===== config.mk =====
export PLATFORM = sky130hd
export DESIGN_NAME = linkdown_disposition
export DESIGN_NICKNAME = d
export VERILOG_FILES = /design/src/rtl/ldd_pkg.sv /design/src/rtl/ldd_port_monitor.sv /design/src/rtl/ldd_tlp_filter.sv /design/src/rtl/linkdown_disposition.sv
export SDC_FILE = /design/constraint.sdc
export NUM_CORES = 1
export LEC_CHECK = 0
export BUFFER_PORTS_ARGS = -buffer_cell sky130_fd_sc_hd__buf_2
export CORE_MARGIN = 10
export CORE_UTILIZATION = 45
export CTS_BUF_LIST = sky130_fd_sc_hd__clkbuf_8
export DETAILED_ROUTE_END_ITERATION = 8
export PLACE_DENSITY = 0.82
export SLEW_MARGIN = 20
export SYNTH_ARGS = -nofsm -noshare
export SYNTH_HDL_FRONTEND = slang
export SYNTH_SLANG_ARGS = --single-unit

===== constraint.sdc =====
create_clock -name clk -period 1.8 [get_ports clk]
set_input_delay 0.54 -clock clk [delete_from_list [all_inputs] [get_ports clk]]
set_output_delay 0.54 -clock clk [all_outputs]
set_load 0.01 [all_outputs]

===== src/rtl/ldd_pkg.sv =====
package ldd_pkg;

    localparam logic [3:0] CPL_TYPE_HI = 4'b0101;

    typedef struct packed {
        logic up;
        logic down;
        logic flush;
        logic hrst;
    } mon_state_t;

    typedef struct packed {
        logic valid;
        logic ur;
        logic drop;
    } verdict_t;

    function automatic logic is_request(input logic [4:0] tlp_type);
        return tlp_type[4:1] != CPL_TYPE_HI;
    endfunction

endpackage


===== src/rtl/ldd_port_monitor.sv =====
module ldd_port_monitor #(
    parameter bit IS_UPSTREAM = 1'b0
) (
    input  logic clk,
    input  logic rst_n,
    input  logic dl_up,
    output logic ifb_flush,
    output logic rpl_flush,
    output logic hot_reset,
    output logic down_active
);
    import ldd_pkg::*;

    mon_state_t st_d, st_q;

    always_comb begin
        logic fell;
        fell         = st_q.up && !dl_up;
        st_d.up      = dl_up;
        st_d.flush   = fell;
        st_d.hrst    = fell && IS_UPSTREAM;
        st_d.down    = !IS_UPSTREAM && (fell || st_q.down) && !dl_up;
    end

    always_ff @(posedge clk or negedge rst_n) begin
        if (!rst_n) st_q <= '0;
        else        st_q <= st_d;
    end

    assign ifb_flush   = st_q.flush;
    assign rpl_flush   = st_q.flush;
    assign hot_reset   = st_q.hrst;
    assign down_active = st_q.down;

    assert_ifb_pulse_R1: assert property (@(posedge clk) disable iff (!rst_n)
        ifb_flush |-> !$past(dl_up) && $past(dl_up, 2));
    assert_ifb_single_R1: assert property (@(posedge clk) disable iff (!rst_n)
        ifb_flush |=> !ifb_flush);
    assert_rpl_single_R2: assert property (@(posedge clk) disable iff (!rst_n)
        rpl_flush |=> !rpl_flush);
    assert_down_after_low_R4: assert property (@(posedge clk) disable iff (!rst_n)
        down_active |-> !$past(dl_up));

endmodule


===== src/rtl/ldd_tlp_filter.sv =====
module ldd_tlp_filter #(
    parameter int NUM_PORTS = 4,
    parameter int BUS_W     = 8,
    parameter int PORT_W    = $clog2(NUM_PORTS)
) (
    input  logic                       clk,
    input  logic                       rst_n,
    input  logic [NUM_PORTS-1:0]       down_vec,
    input  logic [NUM_PORTS*BUS_W-1:0] sec_bus,
    input  logic [NUM_PORTS*BUS_W-1:0] sub_bus,
    input  logic                       tlp_valid,
    input  logic [PORT_W-1:0]          tlp_src_port,
    input  logic [4:0]                 tlp_type,
    input  logic [BUS_W-1:0]           tlp_bus,
    output logic                       cls_valid,
    output logic                       cls_ur,
    output logic                       cls_drop
);
    import ldd_pkg::*;

    verdict_t vd_d, vd_q;
    logic [NUM_PORTS-1:0] hit;

    for (genvar p = 0; p < NUM_PORTS; p++) begin : g_match
        logic [BUS_W-1:0] lo, hi;
        assign lo     = sec_bus[p*BUS_W +: BUS_W];
        assign hi     = sub_bus[p*BUS_W +: BUS_W];
        assign hit[p] = down_vec[p] && (tlp_src_port != PORT_W'(p))
                        && (tlp_bus >= lo) && (tlp_bus <= hi);
    end

    always_comb begin
        vd_d.valid = tlp_valid;
        vd_d.ur    = tlp_valid && (|hit) && is_request(tlp_type);
        vd_d.drop  = tlp_valid && (|hit) && !is_request(tlp_type);
    end

    always_ff @(posedge clk or negedge rst_n) begin
        if (!rst_n) vd_q <= '0;
        else        vd_q <= vd_d;
    end

    assign cls_valid = vd_q.valid;
    assign cls_ur    = vd_q.ur;
    assign cls_drop  = vd_q.drop;

    assert_verdict_needs_tlp_R5: assert property (@(posedge clk) disable iff (!rst_n)
        (cls_ur || cls_drop) |-> cls_valid && $past(tlp_valid));
    assert_verdict_onehot_R5: assert property (@(posedge clk) disable iff (!rst_n)
        $onehot0({cls_ur, cls_drop}));
    assert_ur_is_request_R6: assert property (@(posedge clk) disable iff (!rst_n)
        cls_ur |-> is_request($past(tlp_type)) && $past(|down_vec));
    assert_drop_is_cpl_R7: assert property (@(posedge clk) disable iff (!rst_n)
        cls_drop |-> !is_request($past(tlp_type)) && $past(|down_vec));

endmodule


===== src/rtl/linkdown_disposition.sv =====
module linkdown_disposition #(
    parameter int NUM_PORTS = 4,
    parameter int UP_PORT   = 0,
    parameter int BUS_W     = 8,
    parameter int PORT_W    = $clog2(NUM_PORTS)
) (
    input  logic                       clk,
    input  logic                       rst_n,
    input  logic [NUM_PORTS-1:0]       dl_up,
    input  logic [NUM_PORTS*BUS_W-1:0] sec_bus,
    input  logic [NUM_PORTS*BUS_W-1:0] sub_bus,
    input  logic                       tlp_valid,
    input  logic [PORT_W-1:0]          tlp_src_port,
    input  logic [4:0]                 tlp_type,
    input  logic [BUS_W-1:0]           tlp_bus,
    output logic [NUM_PORTS-1:0]       ifb_flush,
    output logic [NUM_PORTS-1:0]       rpl_flush,
    output logic                       hot_reset_req,
    output logic                       cls_valid,
    output logic                       cls_ur,
    output logic                       cls_drop
);

    logic [NUM_PORTS-1:0] down_vec;
    logic [NUM_PORTS-1:0] hrst_vec;

    for (genvar p = 0; p < NUM_PORTS; p++) begin : g_port
        ldd_port_monitor #(.IS_UPSTREAM(p == UP_PORT)) u_mon (
            .clk        (clk),
            .rst_n      (rst_n),
            .dl_up      (dl_up[p]),
            .ifb_flush  (ifb_flush[p]),
            .rpl_flush  (rpl_flush[p]),
            .hot_reset  (hrst_vec[p]),
            .down_active(down_vec[p])
        );
    end

    assign hot_reset_req = |hrst_vec;

    ldd_tlp_filter #(
        .NUM_PORTS(NUM_PORTS),
        .BUS_W    (BUS_W),
        .PORT_W   (PORT_W)
    ) u_filter (
        .clk         (clk),
        .rst_n       (rst_n),
        .down_vec    (down_vec),
        .sec_bus     (sec_bus),
        .sub_bus     (sub_bus),
        .tlp_valid   (tlp_valid),
        .tlp_src_port(tlp_src_port),
        .tlp_type    (tlp_type),
        .tlp_bus     (tlp_bus),
        .cls_valid   (cls_valid),
        .cls_ur      (cls_ur),
        .cls_drop    (cls_drop)
    );

    assert_hot_reset_upstream_R3: assert property (@(posedge clk) disable iff (!rst_n)
        hot_reset_req |-> !$past(dl_up[UP_PORT]) && $past(dl_up[UP_PORT], 2));
    assert_hot_reset_with_flush_R3: assert property (@(posedge clk) disable iff (!rst_n)
        hot_reset_req |-> ifb_flush[UP_PORT] && rpl_flush[UP_PORT]);
    assert_upstream_never_filtered_R4: assert property (@(posedge clk) disable iff (!rst_n)
        !down_vec[UP_PORT]);

endmodule


==> After elaboration in Yosys (flattened, before gate mapping) <==
Index checks and enable logic that the tools add are counted.
W data, S select, Z words.
{ "classes": {"order_cmp": 6, "n_eq_ne": 4, "reduce_logical": 28} }
{ "ops": {"columns": ["op", "n"], "rows": [
  ["$ge A8 B8 Y1", 3],
  ["$le A8 B8 Y1", 3],
  ["$logic_and A1 B1 Y1", 19],
  ["$logic_not A1 Y1", 5],
  ["$ne A2 B2 Y1 const B", 2],
  ["$ne A4 B3 Y1 const B", 1],
  ["$logic_or A1 B1 Y1", 3],
  ["$reduce_or A3 Y1", 1],
  ["$ne A2 B1 Y1 const B", 1]
]} }
{ "word_totals": {"reg_bits": 14, "in_bits": 86, "out_inout_bits": 12, "word_cells": 52} }

==> Logic depth before layout (Yosys ltp) <==
Gate-level depths: netlist of run 1.
{ "depth": {"ltp_word": 7, "mapped_depth": 7, "ltp_nobuf": 7} }

==> By module <==
A second synthesis of run 1 with hierarchy kept.
{ "hier_totals": {"cells_unflattened": 263, "area_unflattened_um2": 2142.1} }
{ "modules_own_cells": {"columns": ["module", "instances", "cells_per_inst", "area_each_um2", "seq_area_each_um2"], "rows": [
  ["ldd_tlp_filter", 1, 231, 1714.1, 75.1],
  ["ldd_port_monitor at g_port[1].u_mon ...", 3, 8, 110.1, 75.1],
  ["ldd_port_monitor at g_port[0].u_mon", 1, 7, 90.1, 50.0],
  ["linkdown_disposition", 1, 1, 7.5, 0.0]
]} }

==> Worst setup path before layout of run 1 <==
OpenSTA, ideal clock, no wires.
{ "synth_path": {"kind": "input-to-reg", "from": "input tlp_bus[0]", "to": "register u_filter.vd_q (netlist bit u_filter.cls_drop)", "setup_ns": 0.132, "arrival_time_ns": 1.751, "required_ns": 1.668, "setup_slack_ns": -0.083, "cell_stages": 7, "cell_sequence": "inv_1 -> ha_1 -> nand2b_1 -> a2111o_1 -> a31oi_1 -> or4_1 -> a31oi_1"} }
{ "synth_lines": {"columns": ["item", "line", "text"], "rows": [
  ["from (decl)", "linkdown_disposition.sv:15", "input logic [BUS_W-1:0] tlp_bus,"],
  ["to (signal assigned)", "ldd_tlp_filter.sv:40", "else vd_q <= vd_d;"],
  ["to (decl)", "ldd_tlp_filter.sv:21", "verdict_t vd_d, vd_q;"]
]} }

==> results of run 1 <==
-- worst max-delay path by stage --
stage / slack, ns / from / to / cells past startpoint
global placement: -0.32 / tlp_bus[0] / u_filter.cls_ur / 8
global route: -0.03 / sub_bus[9] / u_filter.cls_ur / 8
detailed placement: -0.35 / tlp_bus[0] / u_filter.cls_ur / 8
finish: 0.03 / tlp_bus[6] / u_filter.cls_ur / 6
floorplan: -0.08 / tlp_bus[0] / u_filter.cls_drop / 7
CTS: 0.003 / tlp_bus[7] / u_filter.cls_ur / 6
-- sequential cells by signal, summed over array words and instances, names as in the netlist --
register                  count
g_port.u_mon.down_active      3
g_port.u_mon.hot_reset        1
g_port.u_mon.ifb_flush        3
g_port.u_mon.st_q             4
u_filter.cls_drop             1
u_filter.cls_ur               1
u_filter.cls_valid            1
-- through the flow --
stage          cells  total power (W)  setup slack (ns)  setup TNS [ns]  util (%)
6_report         335          0.00113            0.0259               0      70.2
5_1_grt          335          0.00122           -0.0266         -0.0307      70.2
4_1_cts          335          0.00106           0.00346               0      63.6
3_5_place_dp     331         0.000734            -0.350          -0.694      60.2
3_3_place_gp     331         0.000718            -0.315          -0.628      60.2
2_1_floorplan    198         0.000561           -0.0825          -0.165         -
-- what timing repair did --
item                                   in CTS  in global routing
pin swaps                                   8                 18
resized for setup                          14                 49
setup buffers                               0                  0
setup endpoints to repair                   2                  2
endpoints found under the hold margin       0                  0
-- where the power goes --
part | switching [W] | internal (W) | total (W) | leakage (nW)
clock network | 0.000110 | 0.000194 | 0.000304 | 0.0288
registers | 0.00000667 | 0.000332 | 0.000339 | 0.175
logic | 0.000232 | 0.000256 | 0.000489 | 1.22
total | 0.000349 | 0.000782 | 0.00113 | 1.42
-- logic make-up (layout without fill, tap and decap cells) --
logic type / Yosys count / count (layout) / share of synthesized area [%]
AOI/OAI and AO/OA: 44 / 44 / 17.8
buffers and inverters: 53 / 142 / 13.4
and+or+nand+nor: 39 / 39 / 13.0
DFF: 14 / 14 / 20.6
adders and majority gates: 48 / 48 / 35.2
-- cell usage in the layout, fill, tap and decap left out, drive strengths merged --
master,count
nand2b,4
or2b,1
a31oi,5
nor2b,9
or4,1
nor2,9
a2111o,1
o2111ai,2
o21ai,9
a221oi,2
clkbuf,4
o211a,2
and2,2
a211o,2
a21oi,10
a2111oi,2
o21a,1
nand2,5
dfrtp,14
ha,48
a21o,2
nor4bb,1
nand4,6
o211ai,6
inv,45
buf,93
or4bb,1
-- layer usage --
metal,up-vias,global-route usage (%)
met5,-,0
met1,770,15.6
li1,864,-
met3,5,2.62
met4,0,5.19
met2,60,26.7
-- worst reg2reg max path, stage by stage, from the launching register on --
cell and delay (ns):
dfrtp_1 0.34, o211ai_1 0.17, a2111oi_4 0.36, o211ai_1 0.18, a31oi_1 0.18
-- area by class of cell --
class                   count  share of cell area (%)
flip-flops and latches     14                    13.6
inverters                  45                    6.77
well taps                  48                    2.34
clock buffers               4                    2.14
repair buffers             93                    22.6
multi-input cells         131                    52.5
==> metrics.cfg, run 1 <==
[run_status]
status = complete, no violations

[sta]
final_hold_violation_count = 0
min_period_over_period_pct = 98.6
maxSlewHeadroom_pct = 74.5
clock_skew_ns = 0.00390
max_slew_violations = 0
setup_viol_count_final = 0
finalCriticalPeriod_ns = 1.77
timing_worst_slew_pin_value_ns = 0.381
hold_ws_ns = 0.164
max_clock_freq_mhz = 564
grt_setup_unrepaired = yes

[worst_setup_path]
timing.setup.critical_path_class = in -> reg
cp-end-kind = flip-flop
timing.critical_path.max_delay_family = simple AND/OR/NAND/NOR gates
worstSetupStartpointType = input port
path_cells = buf_6 -> ha_4 -> nand4_1 -> o21a_1 -> or4_4 -> a31oi_1
critPathBufInv = 1
worst_r2r_path_depth = 4
worst-path-max-fanout = 3
timing.reg2reg.setup_slack_ns = 0.49
timing.critical_path.arrival_ns = 1.95
crit-reg2reg-capture = u_filter.cls_ur
crit_path_top_delay_cell = or4_4
critPathMaxStageDelay_ns = 0.52
cp_data_required_time_ns = 1.97
rr_startpoint = g_port[3].u_mon.down_active

[synthesis]
flop_and_latch_count_out_of_synthesis = 14
netlist_instances = 198
synth_async_sr_flop_share_pct = 100
synthFlopType = dfrtp_1
synth_enable_flop_cells = 0
post-synth-top-area-cell = ha_1
yosysTopAreaCellShare_pct = 35.2
synth.cells.most_frequent = ha_1 (48), inv_1 (45), dfrtp_1 (14)
avg_inst_size_synth_um2 = 8.61
synth_area_leaders = ha_1 (35%), dfrtp_1 (21%), inv_1 (9.9%)
synth_seq_area_share_pct = 20.6
number_of_warnings_printed_during_yosys_synthesis = 0
synthesis.area_um2 = 1700
synth.net_count = 332
synth_cell_type_count = 28
post-synth-top-count-cell = ha_1

[floorplanning]
io_pins = 98
start_util_pct = 46.5
num_rows = 22
design.die.area_um2 = 6650
core_region_area_um2 = 3660
dieHeight_um = 81.5
dieWidth_um = 81.5

[placement]
io_buffers = 80
dpl_cell_area_um2 = 2200
place.gp.congestion = 0.832
dpl.hpwl_um = 4140

[cells_and_area]
layout-drive-gt1-share_pct = 44.9
final_nets = 422
area_of_all_sequential_standard_cells_um2 = 350
multi_input_area_um2 = 1350
antenna-diode-count = 0
layout_area_overhead_pct = 50.8
filler_cell_count = 280
area_of_all_placed_cells_without_fillers_um2 = 2570

[pwr]
leakagePower_nw = 1.42
vdd_drop_max_mv = 0.211
total_power_per_unit_cell_area_nw_per_um2 = 440

[route]
postRouteAntennaNets = 0
drt-initial-drc-count = 42
detailedRoute.firstPassIterationCount = 4
post-route-drc-count = 0
finalWirelength_um = 5060
detail_route.vias_per_cell = 5.07
wl_per_cell_um = 15.1
routed-wl-met3_um = 373
detailed_route_via_count = 1699
met2_length_um = 2620
wirelength_met1_um = 2000
highest_layer_used_for_signal_routing = met4

[global_route]
grt_overflow = 0
first_pass_grt_wire_length_um = 7650
vias_in_the_first_global_route = 1827
antenna_found_initial = 0
groute.usage.overall_pct = 14.3
grt_max_degree = 15

[hold_path]
worstHoldPathType = in -> async

[flow_run]
max-cap-violations = 0

[clock_network]
htree_levels = 1
cts_sinks = 14
cts-hold-fix-buffers = 0
cts_tree = yes
clkSlewWorstSetupHoldPaths_ns = 0.06
cts.root.buffer_cell = clkbuf_8
cts_made_buffers = 3
clockBufferDepth = 2
clock_insertion_delay_worst_skew_ns = 0.25

No activity file was read; power rests on OpenSTA's default activity.
==> run 2, diff against run 1 <==
--- a/config.mk
+++ b/config.mk
@@ -11,6 +11,7 @@
 export CTS_BUF_LIST = sky130_fd_sc_hd__clkbuf_8
 export DETAILED_ROUTE_END_ITERATION = 8
 export PLACE_DENSITY = 0.82
+export SETUP_SLACK_MARGIN = 0.1
 export SLEW_MARGIN = 20
 export SYNTH_ARGS = -nofsm -noshare
 export SYNTH_HDL_FRONTEND = slang
==> run 2 against run 1 <==
Net effect:
- count of clock-buffer cells in the layout unchanged
- register-to-register slack about the same
- final cell count up 0.30%
- total power down 1.2%
- combinational power down 3%
- critical endpoint unchanged
==> metrics.cfg, run 2 (synthesis results as in run 1) <==
[worst_setup_path]
timing.critical_path.arrival_ns = 1.93  ; -0.02 ns
cp-end-kind = flip-flop
cp_data_required_time_ns = 1.97  ; about the same
crit_path_top_delay_cell = a2111oi_4
worst-path-max-fanout = 2  ; -1
path_cells = buf_2 -> inv_1 -> ha_4 -> nor2b_1 -> o211a_1 -> a2111oi_4 -> o211ai_1 -> a31oi_1
critPathBufInv = 2  ; +1
timing.critical_path.max_delay_family = compound AO/OA/AOI/OAI gates
timing.setup.critical_path_class = in -> reg
worstSetupStartpointType = input port
critPathMaxStageDelay_ns = 0.29  ; -0.23 ns

[floorplanning]
io_pins = 98  ; unchanged
num_rows = 22  ; unchanged
design.die.area_um2 = 6650  ; unchanged
dieWidth_um = 81.5  ; unchanged
start_util_pct = 46.5  ; unchanged
core_region_area_um2 = 3660  ; unchanged
dieHeight_um = 81.5  ; unchanged

[cells_and_area]
antenna-diode-count = 0  ; unchanged
layout.cells.most_common = buf_2
largest_register_ff_count = 4  ; unchanged
final_nets = 423  ; +0.24%
layout_area_overhead_pct = 48.8
layout-drive-gt1-share_pct = 43.4  ; -1.5 points
top_reg_by_flops = g_port.u_mon.st_q
area_of_all_placed_cells_without_fillers_um2 = 2530  ; -1.4%
most_frequent_cells_in_the_layout = buf_2 (73), inv_1 (42), ha_1 (36)

[global_route]
antenna_found_initial = 0  ; unchanged
first_pass_grt_wire_length_um = 8050  ; +5.2%
groute.usage.overall_pct = 15.0  ; +0.76 points
grt_overflow = 0  ; unchanged
vias_in_the_first_global_route = 1865  ; +2.1%
grt_max_degree = 15  ; unchanged

[route]
detail_route.vias_per_cell = 5.02  ; -1.1%
detailedRoute.firstPassIterationCount = 4  ; unchanged
post-route-drc-count = 0  ; unchanged
detailed_route_via_count = 1686  ; -0.77%
wl_per_cell_um = 14.6  ; -3.2%
postRouteAntennaNets = 0  ; unchanged
drt-initial-drc-count = 35  ; -17%
finalWirelength_um = 4910  ; -2.9%

[clock_network]
cts_made_buffers = 3  ; unchanged
cts_tree = yes
htree_levels = 1  ; unchanged
cts_sinks = 14  ; unchanged
cts-hold-fix-buffers = 0  ; unchanged
clkSlewWorstSetupHoldPaths_ns = 0.06  ; about the same
clockBufferDepth = 2  ; unchanged
clock_insertion_delay_worst_skew_ns = 0.25  ; about the same
cts.root.buffer_cell = clkbuf_8

[pwr]
power.sequential.fraction_pct = 30.3  ; +0.4 points
leakagePower_nw = 1.43  ; +0.27%
total_power_per_unit_cell_area_nw_per_um2 = 441  ; +0.20%
vdd_drop_max_mv = 0.205  ; -2.6%
combPwrFrac_pct = 42.6  ; -0.6 points
internal_power_w = 0.000777  ; -0.66%
clock_power_share_pct = 27.1  ; +0.2 points
power.switching_w = 0.000341  ; -2.3%
net_sw_share_pct = 30.5  ; -0.35 points

[sta]
timing_worst_slew_pin_value_ns = 0.380  ; -0.000684 ns
max_slew_violations = 0  ; unchanged
max_clock_freq_mhz = 571  ; +1.2%
maxSlewHeadroom_pct = 74.5  ; about the same
setup_viol_count_final = 0  ; unchanged
grt_setup_unrepaired = yes
clock_skew_ns = 0.00344  ; -0.000464 ns
finalCriticalPeriod_ns = 1.75  ; -0.0216 ns
final_hold_violation_count = 0  ; unchanged
layout_setup_ws_ns = 0.0475  ; +0.0216 ns
min_period_over_period_pct = 97.4  ; -1.2 points

[placement]
dpl.hpwl_um = 4140  ; unchanged
dpl_cell_area_um2 = 2200  ; unchanged
io_buffers = 80  ; unchanged
placement.setup.worst_slack_ns = -0.350  ; unchanged
place.gp.congestion = 0.832  ; unchanged

[hold_path]
worstHoldPathType = in -> async

[flow_run]
max-cap-violations = 0  ; unchanged

[run_status]
status = complete, no violations

[run 2: metrics by stage]
| step | total power (W) | setup TNS (ns) | hold slack (ns) | util [%] | instances |
|---|---|---|---|---|---|
| 5_1_grt | 0.00121 | -0.0825 | 0.182 | 69.2 | 336 |
| 3_5_place_dp | 0.000734 | -0.694 | 0.442 | 60.2 | 331 |
| 6_report | 0.00112 | 0 | 0.165 | 69.2 | 336 |
| 3_3_place_gp | 0.000718 | -0.628 | 0.436 | 60.2 | 331 |
| 4_1_cts | 0.00111 | 0 | 0.172 | 68.6 | 336 |
| 2_1_floorplan | 0.000561 | -0.165 | 0.244 | - | 198 |
[run 2: path summary, 6_finish.rpt]
kind                                             startpoint                         to  slack (ns)  depth (start not counted)
min in group clk                                   dl_up[0]    g_port[0].u_mon.st_q[3]        0.41                          1
worst min register to register      g_port[0].u_mon.st_q[3]  g_port[0].u_mon.hot_reset        0.47                          1
max in group asynchronous                             rst_n  g_port[0].u_mon.hot_reset        1.41                          1
worst max register to register  g_port[3].u_mon.down_active            u_filter.cls_ur        0.50                          4
worst min-delay path                                  rst_n  g_port[1].u_mon.ifb_flush        0.16                          1
worst max-delay path                            sub_bus[25]            u_filter.cls_ur        0.05                          8
[run 2: power by group through the flow]
stage	registers, W	clock network [W]	logic, W
after floorplan	0.000347	0	0.000214
after CTS	0.000339	0.000310	0.000464
final	0.000339	0.000303	0.000476
after detailed placement	0.000345	0	0.000390
after global routing	0.000341	0.000322	0.000543
after global placement	0.000344	0	0.000374
[run 2: layout make-up]
class | count | area [µm²]
sequential | 14 | 350
inverter | 45 | 171
timing repair buffer | 94 | 566
multi-input combinational | 131 | 1330
clock buffer | 4 | 55.1
tap | 48 | 60.1
fill | 268 | 1130
[run 2: worst reg2reg max path, delay by kind of cell (launching register included)]
kind,cells,cell delay (ns)
AO/OA/AOI/OAI,4,0.88
flip-flops,1,0.34
[run 2: what timing repair did]
item                                    4_1_cts  5_1_grt
setup buffers                                 1        0
gates resized for setup                      44        5
pin swaps                                    17        6
gates cloned                                  0        0
endpoints found under the setup margin        2        2
[run 2: metal layers]
layer | vias up | part of all wire (%) | GRT usage (%)
li1 | 864 | - | -
met1 | 754 | 41 | 17.0
met2 | 59 | 50 | 26.9
met3 | 9 | 6.9 | 2.62
met4 | 0 | 2.3 | 6.92
met5 | - | 0 | 0
==> run 3, diff against run 2 <==
--- a/config.mk
+++ b/config.mk
@@ -6,11 +6,11 @@
 export NUM_CORES = 1
 export LEC_CHECK = 0
 export BUFFER_PORTS_ARGS = -buffer_cell sky130_fd_sc_hd__buf_2
-export CORE_MARGIN = 10
+export CORE_MARGIN = 4
 export CORE_UTILIZATION = 45
 export CTS_BUF_LIST = sky130_fd_sc_hd__clkbuf_8
 export DETAILED_ROUTE_END_ITERATION = 8
-export PLACE_DENSITY = 0.82
+export PLACE_DENSITY = 0.89
 export SETUP_SLACK_MARGIN = 0.1
 export SLEW_MARGIN = 20
 export SYNTH_ARGS = -nofsm -noshare
==> run 3 against run 2 <==
Net effect:
- the flow now finishes with violations (setup timing)
- sequential share of layout area decreased by 0.51 points
- via count is 5.3% higher
- count of clock-buffer cells in the layout shrank 1
- clock power fell by 19%
- combinational power rose by 11%
- critical path type unchanged
==> metrics.cfg, run 3 (synthesis results as in run 1) <==
[run_status]
status = finished with violations
failed_checks = setup timing

[worst_setup_path]
crit-reg2reg-capture = u_filter.cls_ur
cp_data_required_time_ns = 1.96  ; about the same
worst_r2r_path_depth = 4  ; unchanged
worstSetupStartpointType = input port
timing.setup.critical_path_class = in -> reg
cp-end-kind = flip-flop
timing.critical_path.arrival_ns = 1.97  ; +0.04 ns
rr_startpoint = g_port[1].u_mon.down_active
worst-path-max-fanout = 3  ; +1
timing.reg2reg.setup_slack_ns = 0.48  ; -0.02 ns

[clock_network]
cts.root.buffer_cell = clkbuf_8
cts_tree = yes
cts_made_buffers = 3  ; unchanged
clock_insertion_delay_worst_skew_ns = 0.24  ; about the same
clockBufferDepth = 2  ; unchanged
cts_sinks = 14  ; unchanged
htree_levels = 1  ; unchanged
clkSlewWorstSetupHoldPaths_ns = 0.05  ; about the same

[sta]
grt_setup_unrepaired = yes
setup_viol_count_final = 1  ; +1
clock_skew_ns = 0.00407  ; +0.000634 ns
timing_worst_slew_pin_value_ns = 0.306  ; -0.0744 ns
layout_setup_ws_ns = -0.0139  ; -0.0614 ns
hold_ws_ns = 0.177  ; +0.0119 ns
final_hold_violation_count = 0  ; unchanged
maxSlewHeadroom_pct = 79.5  ; +5.0 points
max_slew_violations = 0  ; unchanged
min_period_over_period_pct = 101  ; +3.4 points
max_clock_freq_mhz = 551  ; -3.4%
finalCriticalPeriod_ns = 1.81  ; +0.0614 ns

[route]
detailedRoute.firstPassIterationCount = 4  ; unchanged
drt-initial-drc-count = 74  ; +110%
postRouteAntennaNets = 0  ; unchanged
finalWirelength_um = 5100  ; +3.9%
wl_per_cell_um = 15.3  ; +4.8%
detailed_route_via_count = 1775  ; +5.3%
post-route-drc-count = 0  ; unchanged
detail_route.vias_per_cell = 5.33  ; +6.2%

[cells_and_area]
postLayoutCoreUtil_pct = 71.9  ; +2.7 points
antenna-diode-count = 0  ; unchanged
area_of_all_placed_cells_without_fillers_um2 = 2630  ; +3.8%
largest_register_ff_count = 4  ; unchanged
layout_area_overhead_pct = 54.5
top_reg_by_flops = g_port.u_mon.st_q
layout.cells.most_common = buf_2
most_frequent_cells_in_the_layout = buf_2 (67), inv_1 (38), ha_1 (31)
final_nets = 421  ; -0.47%
layout-drive-gt1-share_pct = 47.7  ; +4.3 points

[global_route]
antenna_found_initial = 0  ; unchanged
groute.usage.overall_pct = 20.8  ; +5.7 points
first_pass_grt_wire_length_um = 8200  ; +1.9%
grt_max_degree = 15  ; unchanged
vias_in_the_first_global_route = 1893  ; +1.5%
grt_overflow = 0  ; unchanged

[placement]
io_buffers = 80  ; unchanged
dpl_cell_area_um2 = 2210  ; +0.23%
placement.setup.worst_slack_ns = -0.332  ; +0.0182 ns
dpl.hpwl_um = 3870  ; -6.5%
place.gp.congestion = 0.860  ; +3.3%

[floorplanning]
design.die.area_um2 = 4840  ; -27%
dieWidth_um = 69.5  ; -15%
start_util_pct = 46.5  ; unchanged
dieHeight_um = 69.5  ; -15%
num_rows = 22  ; unchanged
io_pins = 98  ; unchanged
core_region_area_um2 = 3660  ; unchanged

[pwr]
clock_power_share_pct = 22.0  ; -5.1 points
power.switching_w = 0.000355  ; +4.1%
combPwrFrac_pct = 47.6  ; +5.0 points
total_power_per_unit_cell_area_nw_per_um2 = 423  ; -4.1%
internal_power_w = 0.000758  ; -2.4%
power.sequential.fraction_pct = 30.4  ; about the same
leakagePower_nw = 1.42  ; -0.47%
vdd_drop_max_mv = 0.185  ; -9.6%
net_sw_share_pct = 31.9  ; +1.4 points

[hold_path]
worstHoldPathType = in -> async

[flow_run]
max-cap-violations = 0  ; unchanged

-- run 3: worst max path at each step --
stage	from	to	slack (ns)	cells after the start
2_1_floorplan	tlp_bus[0]	u_filter.cls_drop	-0.08	7
3_3_place_gp	tlp_bus[0]	u_filter.cls_ur	-0.30	8
3_5_place_dp	tlp_bus[7]	u_filter.cls_drop	-0.33	8
4_1_cts	sec_bus[16]	u_filter.cls_drop	0.09	7
5_1_grt	tlp_bus[7]	u_filter.cls_ur	-0.04	6
6_report	tlp_bus[6]	u_filter.cls_ur	-0.01	6
-- run 3: power by group through the flow --
stage | sequential (W) | combinational (W) | clock [W]
after detailed placement | 0.000345 | 0.000396 | 0
after global placement | 0.000344 | 0.000371 | 0
after floorplan | 0.000347 | 0.000214 | 0
after global routing | 0.000342 | 0.000590 | 0.000267
after CTS | 0.000339 | 0.000481 | 0.000250
final | 0.000339 | 0.000530 | 0.000245
-- run 3: critical path: stages --
cell,delay (ns)
buf_6,0.11
ha_4,0.26
nand4_1,0.13
o21a_1,0.22
or4_4,0.52
a31oi_1,0.19
-- run 3: metrics by stage --
step / TNS, ns / total power [W] / std cells
2_1_floorplan: -0.165 / 0.000561 / 198
3_3_place_gp: -0.593 / 0.000715 / 330
3_5_place_dp: -0.659 / 0.000740 / 330
4_1_cts: 0 / 0.00107 / 333
5_1_grt: -0.0741 / 0.00120 / 333
6_report: -0.0139 / 0.00111 / 333
-- run 3: timing repair --
| action | CTS | global route |
|---|---|---|
| hold buffers | 0 | 0 |
| gates resized for setup | 54 | 14 |
| endpoints found under the setup margin | 2 | 2 |
| gates cloned | 0 | 0 |
| buffers inserted | 0 | 0 |
| pin swaps | 17 | 12 |
-- run 3: final cells by class --
type | instances | area, µm²
sequential | 14 | 350
inverter | 45 | 174
tap | 48 | 60.1
fill | 264 | 1030
multi-input combinational | 131 | 1420
clock buffer | 3 | 41.3
timing repair buffer | 92 | 592
-- run 3: metal layers --
layer  global-route usage [%]  part of all wire (%)  vias to the layer above
met5                        0                     0                        -
met4                     6.94                   2.8                        0
met3                     2.46                   5.8                       17
met2                     41.5                    55                       76
met1                     21.9                    37                      822
li1                         -                     -                      860
